`src/rtl/aud_tx_pkg.sv`:
```
package aud_tx_pkg;
  typedef enum logic [1:0] {
    FMT_LJ  = 2'd0,
    FMT_I2S = 2'd1,
    FMT_RJ  = 2'd2,
    FMT_DSP = 2'd3
  } aud_fmt_e;
endpackage

```
`src/rtl/aud_bclk_div.sv`:
```
module aud_bclk_div #(
  parameter int DIVW = 8
) (
  input  logic            clk,
  input  logic            rst,
  input  logic            en,
  input  logic [DIVW-1:0] div,
  output logic            bclk,
  output logic            fall_stb
);
  logic [DIVW-1:0] cnt_q;
  logic [DIVW-1:0] lim;
  logic            wrap;

  assign lim      = (div == '0) ? '0 : div - DIVW'(1);
  assign wrap     = cnt_q >= lim;
  assign fall_stb = en && wrap && bclk;

  always_ff @(posedge clk) begin
    if (rst || !en) begin
      cnt_q <= '0;
      bclk  <= 1'b0;
    end else if (wrap) begin
      cnt_q <= '0;
      bclk  <= ~bclk;
    end else begin
      cnt_q <= cnt_q + DIVW'(1);
    end
  end

  // generator stays quiet when the block follows external clocks
  assert_bclk_idle_R10: assert property (@(posedge clk) disable iff (rst)
    !en |=> !bclk);
endmodule

```
`src/rtl/aud_clk_follow.sv`:
```
module aud_clk_follow (
  input  logic clk,
  input  logic rst,
  input  logic bclk_in,
  input  logic lrck_in,
  output logic fall_stb,
  output logic lrck_lvl
);
  logic b_s1, b_s2, b_d;
  logic l_s1, l_s2;

  always_ff @(posedge clk) begin
    if (rst) begin
      b_s1 <= 1'b0; b_s2 <= 1'b0; b_d <= 1'b0;
      l_s1 <= 1'b0; l_s2 <= 1'b0;
    end else begin
      b_s1 <= bclk_in; b_s2 <= b_s1; b_d <= b_s2;
      l_s1 <= lrck_in; l_s2 <= l_s1;
    end
  end

  assign fall_stb = b_d & ~b_s2;
  assign lrck_lvl = l_s2;
endmodule

```
`src/rtl/aud_tx_shift.sv`:
```
module aud_tx_shift
  import aud_tx_pkg::*;
#(
  parameter int SMPW = 32,
  parameter int SLW  = 6,
  parameter int WLW  = 6
) (
  input  logic            clk,
  input  logic            rst,
  input  aud_fmt_e        fmt,
  input  logic [WLW-1:0]  wlen,
  input  logic [SLW-1:0]  slots,
  input  logic            mute,
  input  logic            slave,
  input  logic            fall_stb,
  input  logic            lrck_lvl,
  input  logic [SMPW-1:0] hold_l,
  input  logic [SMPW-1:0] hold_r,
  input  logic            hold_full,
  output logic            frame_load,
  output logic            sdata,
  output logic            lrck
);
  localparam int FW = SLW + 1;
  localparam int CW = ((SLW > WLW) ? SLW : WLW) + 2;
  localparam int IW = $clog2(SMPW);

  logic [FW-1:0]   slot_q, frame_last, next_slot;
  logic            lr_last_q;
  logic [SMPW-1:0] cur_l_q, cur_r_q, src_l, src_r, word;
  logic            is_dsp, left_start, right_start, in_right, bit_v, bit_d;
  logic [CW-1:0]   ns, s, w, j, idx;

  assign frame_last = {slots, 1'b0} - FW'(1);
  assign is_dsp     = (fmt == FMT_DSP);

  always_comb begin
    left_start  = slave && (is_dsp ? lrck_lvl : (!lrck_lvl && lr_last_q));
    right_start = slave && !is_dsp && lrck_lvl && !lr_last_q;
    if (left_start)              next_slot = '0;
    else if (right_start)        next_slot = FW'(slots);
    else if (slot_q >= frame_last) next_slot = '0;
    else                         next_slot = slot_q + FW'(1);
  end

  assign frame_load = fall_stb && (next_slot == '0);
  assign src_l = (frame_load && hold_full) ? hold_l : cur_l_q;
  assign src_r = (frame_load && hold_full) ? hold_r : cur_r_q;

  always_comb begin
    ns       = CW'(next_slot);
    s        = CW'(slots);
    w        = CW'(wlen);
    in_right = ns >= s;
    j        = in_right ? ns - s : ns;
    word     = in_right ? src_r : src_l;
    bit_v    = 1'b0;
    idx      = '0;
    case (fmt)
      FMT_LJ: begin
        bit_v = j < w;
        idx   = w - CW'(1) - j;
      end
      FMT_I2S: begin
        bit_v = (j != '0) && (j <= w);
        idx   = w - j;
      end
      FMT_RJ: begin
        bit_v = (j + w) >= s;
        idx   = s - CW'(1) - j;
      end
      default: begin
        if (ns < w) begin
          bit_v = 1'b1;
          word  = src_l;
          idx   = w - CW'(1) - ns;
        end else if (ns < (w << 1)) begin
          bit_v = 1'b1;
          word  = src_r;
          idx   = (w << 1) - CW'(1) - ns;
        end
      end
    endcase
    bit_d = bit_v ? word[idx[IW-1:0]] : 1'b0;
  end

  always_ff @(posedge clk) begin
    if (rst) begin
      slot_q    <= frame_last;
      lr_last_q <= 1'b0;
      sdata     <= 1'b0;
      lrck      <= 1'b0;
      cur_l_q   <= '0;
      cur_r_q   <= '0;
    end else if (fall_stb) begin
      slot_q    <= next_slot;
      lr_last_q <= lrck_lvl;
      sdata     <= mute ? 1'b0 : bit_d;
      lrck      <= slave ? 1'b0 : (is_dsp ? (next_slot == '0) : (ns >= s));
      if (frame_load && hold_full) begin
        cur_l_q <= hold_l;
        cur_r_q <= hold_r;
      end
    end
  end

  // data line moves only after a detected falling bit-clock edge
  assert_sdata_on_fall_R4: assert property (@(posedge clk) disable iff (rst)
    !$stable(sdata) |-> $past(fall_stb));
  // a rejected configuration keeps the line low
  assert_mute_R2: assert property (@(posedge clk) disable iff (rst)
    (mute && fall_stb) |=> !sdata);
endmodule

```
`src/rtl/aud_ser_tx.sv`:
```
module aud_ser_tx
  import aud_tx_pkg::*;
#(
  parameter int SMPW     = 32,
  parameter int MIN_WLEN = 16,
  parameter int SLW      = 6,
  parameter int DIVW     = 8,
  parameter int WLW      = $clog2(SMPW + 1)
) (
  input  logic            clk,
  input  logic            rst,
  input  logic [1:0]      cfg_fmt,
  input  logic [WLW-1:0]  cfg_wlen,
  input  logic [SLW-1:0]  cfg_slots,
  input  logic [DIVW-1:0] cfg_div,
  input  logic            cfg_master,
  input  logic            s_valid,
  output logic            s_ready,
  input  logic [SMPW-1:0] s_left,
  input  logic [SMPW-1:0] s_right,
  input  logic            bclk_i,
  input  logic            lrck_i,
  output logic            bclk_o,
  output logic            lrck_o,
  output logic            sdata,
  output logic            underrun,
  output logic            cfg_err
);
  localparam int CW = ((SLW > WLW) ? SLW : WLW) + 1;

  aud_fmt_e        fmt;
  logic            div_fall, fol_fall, fol_lrck, fall_stb, frame_load;
  logic            hold_full_q, err_d;
  logic [SMPW-1:0] hold_l_q, hold_r_q;

  assign fmt = aud_fmt_e'(cfg_fmt);

  aud_bclk_div #(.DIVW(DIVW)) u_div (
    .clk(clk), .rst(rst), .en(cfg_master), .div(cfg_div),
    .bclk(bclk_o), .fall_stb(div_fall)
  );

  aud_clk_follow u_follow (
    .clk(clk), .rst(rst), .bclk_in(bclk_i), .lrck_in(lrck_i),
    .fall_stb(fol_fall), .lrck_lvl(fol_lrck)
  );

  assign fall_stb = cfg_master ? div_fall : fol_fall;

  aud_tx_shift #(.SMPW(SMPW), .SLW(SLW), .WLW(WLW)) u_shift (
    .clk(clk), .rst(rst), .fmt(fmt), .wlen(cfg_wlen), .slots(cfg_slots),
    .mute(cfg_err), .slave(!cfg_master), .fall_stb(fall_stb),
    .lrck_lvl(fol_lrck), .hold_l(hold_l_q), .hold_r(hold_r_q),
    .hold_full(hold_full_q), .frame_load(frame_load),
    .sdata(sdata), .lrck(lrck_o)
  );

  assign err_d = ((fmt == FMT_RJ) && (cfg_wlen == WLW'(SMPW)))
              || (cfg_wlen < WLW'(MIN_WLEN))
              || (cfg_wlen > WLW'(SMPW))
              || (CW'(cfg_slots) < CW'(cfg_wlen));

  assign s_ready = ~hold_full_q;

  always_ff @(posedge clk) begin
    if (rst) begin
      hold_full_q <= 1'b0;
      hold_l_q    <= '0;
      hold_r_q    <= '0;
      underrun    <= 1'b0;
      cfg_err     <= 1'b0;
    end else begin
      cfg_err <= err_d;
      if (frame_load) underrun <= !hold_full_q;
      if (frame_load && hold_full_q) hold_full_q <= 1'b0;
      if (s_valid && !hold_full_q) begin
        hold_l_q    <= s_left;
        hold_r_q    <= s_right;
        hold_full_q <= 1'b1;
      end
    end
  end

  // generated frame clock moves together with a falling bit clock
  assert_lrck_on_fall_R4: assert property (@(posedge clk) disable iff (rst)
    (cfg_master && !$stable(lrck_o)) |-> $fell(bclk_o));
  // an underrun only starts from an empty holding register
  assert_underrun_R12: assert property (@(posedge clk) disable iff (rst)
    $rose(underrun) |-> $past(!hold_full_q));
  // the forbidden right-justified length is flagged
  assert_rj32_flag_R2: assert property (@(posedge clk) disable iff (rst)
    (cfg_fmt == 2'd2 && cfg_wlen == WLW'(SMPW)) |=> cfg_err);
  // an accepted pair fills the holding register
  assert_accept_R11: assert property (@(posedge clk) disable iff (rst)
    (s_valid && s_ready) |=> !s_ready);
endmodule

```
`config.mk`:
```
export PLATFORM = sky130hd
export DESIGN_NAME = aud_ser_tx
export DESIGN_NICKNAME = d
export VERILOG_FILES = /design/src/rtl/aud_tx_pkg.sv /design/src/rtl/aud_bclk_div.sv /design/src/rtl/aud_clk_follow.sv /design/src/rtl/aud_tx_shift.sv /design/src/rtl/aud_ser_tx.sv
export SDC_FILE = /design/constraint.sdc
export NUM_CORES = 1
export LEC_CHECK = 0
export BUFFER_PORTS_ARGS = -buffer_cell sky130_fd_sc_hd__buf_2
export CAP_MARGIN = 25
export CORE_MARGIN = 2
export CORE_UTILIZATION = 56
export CTS_BUF_LIST = sky130_fd_sc_hd__clkbuf_8
export DETAILED_ROUTE_END_ITERATION = 10
export PLACE_DENSITY = 0.79
export SLEW_MARGIN = 20
export SYNTH_ARGS = -nofsm -noshare
export SYNTH_HDL_FRONTEND = slang
export SYNTH_SLANG_ARGS = --single-unit
```
`constraint.sdc`:
```
create_clock -name clk -period 6.4 [get_ports clk]
set_clock_uncertainty 0.2 [all_clocks]
set_input_delay 0.64 -clock clk [delete_from_list [all_inputs] [get_ports clk]]
set_output_delay 0.64 -clock clk [all_outputs]
set_load 0.02 [all_outputs]
```
==> results of run 1 <==
[final timing paths]
kind,endpoint,slack [ns]
setup reg to reg,u_shift.sdata,0.64
setup / recovery,u_shift.sdata,0.37
hold reg to reg,u_follow.b_s2,0.24
hold / removal,hold_l_q[24],0.20
[logic make-up after synthesis]
family          count (synthesis)
compound gates                209
xor+xnor                       48
simple gates                  390
mux                           162
buf+inv                       103
flops                         155
fa+ha+maj                      85
[report_power, final]
group	internal, mW	total, mW	switching [mW]	leakage, nW
combinational	0.632	1.43	0.793	3.43
sequential	1.00	1.03	0.0295	1.27
clock	0.360	0.746	0.386	0.200
total	2.00	3.21	1.21	4.90
[flip-flops by register name, indices dropped and copies added, names as in the netlist]
name	cells
cfg_err	1
hold_full_q	1
hold_l_q	32
hold_r_q	32
u_div.bclk	1
u_div.cnt_q	8
u_follow.b_d	1
u_follow.b_s1	1
u_follow.b_s2	1
u_follow.l_s1	1
u_follow.lrck_lvl	1
u_shift.cur_l_q	32
u_shift.cur_r_q	32
u_shift.lr_last_q	1
u_shift.lrck	1
u_shift.sdata	1
u_shift.slot_q	7
underrun	1
[layer usage]
| layer | vias to the layer above | part of all wire |
|---|---|---|
| li1 | 4214 | - |
| met1 | 3995 | 0.45 |
| met2 | 207 | 0.47 |
| met3 | 57 | 0.047 |
| met4 | 0 | 0.034 |
| met5 | - | 0 |
[worst max-delay path: cells and delay by family]
family	cells	cell delay (ns)
XOR/XNOR	1	0.15
multiplexers	2	0.63
buffers and inverters	4	0.58
AO/OA/AOI/OAI	12	2.27
adder cells (fa/ha/maj)	4	1.06
AND/OR/NAND/NOR	7	0.84
[layout by cell type, fill, tap and decap left out, drive strengths merged, types with 14 or more instances in the layout]
master  count
nand2     183
mux2i     150
dfxtp     148
buf       148
nor2      108
a21oi      99
ha         79
inv        53
xnor2      26
o21ai      26
nand3      24
xor2       22
a21o       19
clkbuf     18
nand2b     14
[layout make-up]
class,count,area [um^2]
Multi-Input combinational cell,894,6310
Fill cell,1490,5990
Sequential cell,155,3170
Timing Repair Buffer,149,920
Tap cell,225,282
Clock buffer,18,248
Inverter,46,173
Clock inverter,12,143
[timing repair]
item | 4_1_cts | 5_1_grt
hold buffers | 0 | 0
setup buffers | 0 | 1
resized for setup | 0 | 12
setup endpoints to repair | 0 | 1
==> reports/summary.txt, run 1 <==
TIMING
--------------------------------------------------------------------------------------
Relative max-transition margin                                                   0.450
Final setup slack of the worst path                                           0.372 ns
Final-layout worst hold slack                                                 0.198 ns
Period utilization                                                               0.942
Final setup violation count                                                          0
Highest clock rate                                                             166 MHz
Hold Violations, Final                                                               0
Number of pins with negative max-slew slack in the final report                      0
Min Clock Period, post-route                                                   6.03 ns
Setup repair after global routing missed its margin                                 no
Worst slew pin tran                                                           0.825 ns
Final TNS setup                                                                   0 ns

CTS
--------------------------------------------------------------------------------------
Cell at the root of the clock tree                                            clkbuf_8
Clock sink total                                                                   155
Later-pin clock latency in the skew report                                     0.47 ns
CTS H-tree depth                                                                     4
CTS buffer count                                                                    17
TritonCTS clock tree                                                             built
Clock-pin slew on the worst setup and hold paths                               0.10 ns
Buffer levels on the longest clock path                                              2

DIE
--------------------------------------------------------------------------------------
Area of the core region                                                    17,200 um^2
Floorplan row count                                                                 48
Horizontal extent of the die                                                    137 um
I/O pin count                                                                       98
Initial core utilization                                                         0.572
Die area                                                                   18,700 um^2
Die extent in y                                                                 137 um

CELLS AND AREA
--------------------------------------------------------------------------------------
Non-filler instance count after layout                                           1,499
Number of antenna cells inserted                                                     0
Final-stage net count                                                            1,440
Post-layout utilization of the core                                              0.652
Final non-filler cell area                                                 11,200 um^2
Synthesis-to-finish area growth                                                  14.1%
Fraction of layout cells with a size suffix above 1                              0.170

ROUTING
--------------------------------------------------------------------------------------
DRC violation count after routing                                                    0
Drt first-iter violations                                                          528
Detailed-route vias per instance                                                  5.65
Detail Route Antenna Nets                                                            0
Detailed Routing Iterations Pass 1                                                   5
Total via count in the routed design                                             8,473
Routed WL per cell                                                             16.4 um
Routed wire length                                                           24,600 um

POWER AND IR DROP
--------------------------------------------------------------------------------------
Leakage power of the design                                                    4.90 nW
Total power consumption of the routed design                                   3.21 mW
Power density over the cells                                               285 nW/um^2
Largest vdd supply drop                                                         194 uV

GRT
--------------------------------------------------------------------------------------
GR Layer Usage met2                                                              0.441
Remaining global-route overflow                                                      0
Global-route met1 utilization                                                    0.344
Global-route wire length before repair                                       39,500 um
GR peak layer                                                                     met2
Total GRT Usage                                                                  0.268
Maximum number of pins on one net before global-route repair                        81
Number of global-route vias before repair                                        7,953
Antenna violations before repair                                                     0
M3 GR Usage                                                                     0.0511

SETUP PATH
--------------------------------------------------------------------------------------
Data arrival time of the worst path                                            6.18 ns
Start point of the critical path                                          cfg_slots[1]
Highest-delay cell along the critical path                                     a221o_1
Critical path start-end classification                                    input pin to flop
Cell repeated most along the worst path                                           ha_1
Reg2Reg Launch Point                                                      u_shift.slot_q[6]
Peak per-stage delay on the critical path                                      0.39 ns
Worst setup SP type                                                          input pin
Maximum net fanout on the critical path                                              6
Data required, critical path                                                   6.55 ns
Type of destination of the critical path                                          flop
Worst r2r path cells                                                                25

HOLD PATH
--------------------------------------------------------------------------------------
Hold WC Path Type                                                         input pin to flop
Start point of the worst hold path                                          s_left[24]
Cell depth of the worst hold path                                                    3

YOSYS
--------------------------------------------------------------------------------------
Fraction of post-synthesis cell area in the top cell type by area                0.301
Post-synthesis xor/xnor area fraction                                           0.0434
Number of distinct standard cells referenced by the synthesized netlist             75
Share of synthesized cell area in and, or, nand and nor gates                    0.173
Synthesis Warnings                                                                   0
Compound-Gate Fraction of Synth Area                                             0.139
Dominant combinational cell family by area after synthesis                simple AND/OR/NAND/NOR gates
Flop and latch count out of synthesis                                              155
Multiplexer fraction of the synthesized cell area                                0.166
Cell area after synthesis                                                    9850 um^2
Syn_nets                                                                         1,329
Sequential element share of the synthesized area                                 0.322
Most used standard cell by instance count after synthesis                      nand2_1
Synth Instances                                                                  1,152
Synth area leader                                                              dfxtp_1
Most frequently used flop master after synthesis                               dfxtp_1
Fraction of the mapped netlist area in adder cells                               0.112
Synth Area per Inst                                                          8.55 um^2
Ranking of synthesized cells by area                                      dfxtp_1, mux2i_1, ha_1
Commonest cells post-synth                                                nand2_1, mux2i_1, dfxtp_1
Share of flip-flops with an asynchronous set or reset after synthesis                0
Number of flops mapped to enable cells by yosys                                      7

PLACE
--------------------------------------------------------------------------------------
Quantity of I/O buffers inserted on ports                                           97
Place WS                                                                   -0.00981 ns
Cell Count Post-Placement                                                        1,467
Final HPWL from detailed placement                                           18,500 um
Final Wtd Congestion                                                             0.980
Instance area at placement                                                 10,800 um^2

JOB
--------------------------------------------------------------------------------------
Maximum Capacitance Violations                                                       0

OUTCOME
--------------------------------------------------------------------------------------
Outcome                                                                   complete, no violations

No activity file was read; power rests on OpenSTA's default activity.
==> run 2, diff against run 1 <==
--- a/config.mk
+++ b/config.mk
@@ -5,13 +5,15 @@
 export SDC_FILE = /design/constraint.sdc
 export NUM_CORES = 1
 export LEC_CHECK = 0
-export BUFFER_PORTS_ARGS = -buffer_cell sky130_fd_sc_hd__buf_2
+export ABC_AREA = 1
+export BUFFER_PORTS_ARGS = -buffer_cell sky130_fd_sc_hd__buf_4
 export CAP_MARGIN = 25
+export CORE_ASPECT_RATIO = 0.9
 export CORE_MARGIN = 2
 export CORE_UTILIZATION = 56
 export CTS_BUF_LIST = sky130_fd_sc_hd__clkbuf_8
 export DETAILED_ROUTE_END_ITERATION = 10
-export PLACE_DENSITY = 0.79
+export PLACE_DENSITY = 0.8
 export SLEW_MARGIN = 20
 export SYNTH_ARGS = -nofsm -noshare
 export SYNTH_HDL_FRONTEND = slang
==> run 2 against run 1 <==
  * Count of clock-buffer cells in the layout increased by 2
  * Total power increased by 0.35%
  * Critical endpoint unchanged
  * Clock power increased by 7.0%
  * Combinational power decreased by 3%
  * Area after synthesis decreased by 6.7%
  * Largest power group unchanged
  * Flip-flop and latch count unchanged
  * Sequential power about the same
  * Via count increased by 6.1%
  * Synthesized cell count increased by 13%
  * Die area decreased by 6.5%
  * Global-route usage increased by 1.5 points
==> reports/summary.txt, run 2 <==
YOSYS
--------------------------------------------------------------------------------------
Multiplexer fraction of the synthesized cell area                                    0
Sequential element share of the synthesized area                                 0.345
Synth area leader                                                              dfxtp_1
Ranking of synthesized cells by area                                      dfxtp_1, ha_1, nand2_1
Number of distinct standard cells referenced by the synthesized netlist             47
Synth Instances                                                                  1,298
Cell area after synthesis                                                    9190 um^2
Most used standard cell by instance count after synthesis                      nand2_1
Number of flops mapped to enable cells by yosys                                      7
Dominant combinational cell family by area after synthesis                simple AND/OR/NAND/NOR gates
Share of flip-flops with an asynchronous set or reset after synthesis                0
Syn_nets                                                                         1,475
Synth Area per Inst                                                          7.08 um^2
Post-synthesis xor/xnor area fraction                                           0.0267
Most frequently used flop master after synthesis                               dfxtp_1
Share of synthesized cell area in and, or, nand and nor gates                    0.294
Compound-Gate Fraction of Synth Area                                             0.138
Flop and latch count out of synthesis                                              155
Commonest cells post-synth                                                nand2_1, nor2_1, nand3_1
Fraction of post-synthesis cell area in the top cell type by area                0.322
Synthesis Warnings                                                                   0
Fraction of the mapped netlist area in adder cells                               0.121

OUTCOME
--------------------------------------------------------------------------------------
Outcome                                                                   complete, no violations

ROUTING
--------------------------------------------------------------------------------------
Routed wire length                                                           24,600 um
DRC violation count after routing                                                    0
Total via count in the routed design                                             8,990
Drt first-iter violations                                                          876
Detail Route Antenna Nets                                                            0
Detailed-route vias per instance                                                  5.59
Detailed Routing Iterations Pass 1                                                   5
Routed WL per cell                                                             15.3 um

DIE
--------------------------------------------------------------------------------------
Area of the core region                                                    16,100 um^2
Die extent in y                                                                 126 um
I/O pin count                                                                       98
Initial core utilization                                                         0.572
Die area                                                                   17,500 um^2
Horizontal extent of the die                                                    139 um
Floorplan row count                                                                 44

PLACE
--------------------------------------------------------------------------------------
Final HPWL from detailed placement                                           17,800 um
Final Wtd Congestion                                                             0.932
Instance area at placement                                                 10,200 um^2
Quantity of I/O buffers inserted on ports                                           97

CTS
--------------------------------------------------------------------------------------
CTS H-tree depth                                                                     4
Cell at the root of the clock tree                                            clkbuf_8
Buffer levels on the longest clock path                                              2
Post-cts sizing count                                                                0
TritonCTS clock tree                                                             built
Number of buffers inserted by hold repair at cts                                     0
Clock sink total                                                                   155
Later-pin clock latency in the skew report                                     0.45 ns
Clock-pin slew on the worst setup and hold paths                               0.08 ns
Post-CTS Setup Inserts                                                               0
CTS buffer count                                                                    17

CELLS AND AREA
--------------------------------------------------------------------------------------
# fillers                                                                        1,462
Fraction of layout cells with a size suffix above 1                              0.133
Number of antenna cells inserted                                                     0
Leading cell types in the layout, fill and taps excluded                  nand2_1, nor2_1, nand3_1, dfxtp_1, buf_4
Synthesis-to-finish area growth                                                  16.0%
Final non-filler cell area                                                 10,700 um^2
Most common cell after layout, fill and taps aside                             nand2_1
Final-stage net count                                                            1,565

POWER AND IR DROP
--------------------------------------------------------------------------------------
Leakage power of the design                                                    5.00 nW
Total power consumption of the routed design                                   3.22 mW
Power density over the cells                                               302 nW/um^2
Largest vdd supply drop                                                         232 uV

TIMING
--------------------------------------------------------------------------------------
Highest clock rate                                                             171 MHz
Worst slew pin tran                                                           0.914 ns
Number of pins with negative max-slew slack in the final report                      0
Min Clock Period, post-route                                                   5.86 ns
Final-layout worst hold slack                                                 0.192 ns
Period utilization                                                               0.916
Final setup violation count                                                          0
Setup repair after global routing missed its margin                                 no
Relative max-transition margin                                                   0.391
Hold Violations, Final                                                               0

SETUP PATH
--------------------------------------------------------------------------------------
Worst setup SP type                                                          input pin
Peak per-stage delay on the critical path                                      0.42 ns
Critical path start-end classification                                    input pin to flop
Highest-delay cell along the critical path                                        fa_1
Maximum net fanout on the critical path                                              6
Data arrival time of the worst path                                            6.01 ns
Delay-heaviest family, CP                                                 compound AO/OA/AOI/OAI gates
Type of destination of the critical path                                          flop
Data required, critical path                                                   6.55 ns
Number of buffer and inverter instances along the worst setup path                   7
Cell repeated most along the worst path                                        nand2_1

GRT
--------------------------------------------------------------------------------------
Remaining global-route overflow                                                      0
Antenna violations before repair                                                     0
Maximum number of pins on one net before global-route repair                        78
Global-route wire length before repair                                       40,700 um
Number of global-route vias before repair                                        8,357
Total GRT Usage                                                                  0.284

JOB
--------------------------------------------------------------------------------------
Maximum Capacitance Violations                                                       0

HOLD PATH
--------------------------------------------------------------------------------------
Hold WC Path Type                                                         input pin to flop

run 2: cell types whose count changed after synthesis, sizes merged, moves of 17 or more:
cell	previous run	this run
o21ai	26	104
a21o	19	2
nand4	6	23
xnor2	26	9
nor2	108	170
nand2	183	254
mux2i	150	0
inv	46	115
nand3	24	160
run 2: worst min-delay path, stage by stage:
cell,delay [ns]
buf_4,0.07
inv_1,0.03
nor2_1,0.06
run 2: through the flow:
step / setup WS [ns] / instances / TNS, ns / util
after floorplan: 0.271 / 1298 / 0 / -
after global placement: 0.172 / 1575 / 0 / 0.631
after detailed placement: -0.0504 / 1576 / -0.0504 / 0.633
after CTS: 0.411 / 1607 / 0 / 0.660
after global routing: 0.0420 / 1607 / 0 / 0.663
final: 0.538 / 1607 / 0 / 0.663
run 2: path summary, 6_finish.rpt:
| path | end | slack, ns | cells past startpoint | startpoint |
|---|---|---|---|---|
| max | u_shift.sdata | 0.54 | 38 | cfg_slots[0] |
| min | u_follow.l_s1 | 0.19 | 3 | lrck_i |
| max reg2reg | u_shift.sdata | 0.90 | 33 | u_shift.slot_q[6] |
| min reg2reg | u_follow.lrck_lvl | 0.21 | 2 | u_follow.l_s1 |
run 2: power breakdown:
group / internal (mW) / switching (mW)
Clock: 0.422 / 0.375
Sequential: 1.01 / 0.0293
Combinational: 0.545 / 0.832
run 2: layout make-up:
cell class / count / area, um^2 / share of cell area
clock buffer: 20 / 275 / 0.0258
clock inverter: 11 / 158 / 0.0148
inverter: 115 / 435 / 0.0408
multi-input combinational: 974 / 5380 / 0.504
sequential: 155 / 3170 / 0.298
tap: 207 / 259 / 0.0243
timing repair buffer: 125 / 983 / 0.0923
run 2: kinds of logic after synthesis:
| group | after synthesis |
|---|---|
| AND/OR/NAND/NOR | 624 |
| AO/OA/AOI/OAI | 237 |
| buffers and inverters | 169 |
| flip-flops | 155 |
| adder cells (fa/ha/maj) | 85 |
| XOR/XNOR | 28 |
run 2: layer usage:
metal	vias to the layer above	wire, um	GRT usage
li1	4502	-	-
met1	4103	11400	0.409
met2	340	10700	0.425
met3	45	1960	0.0571
met4	0	570	0.0974
met5	-	0	0
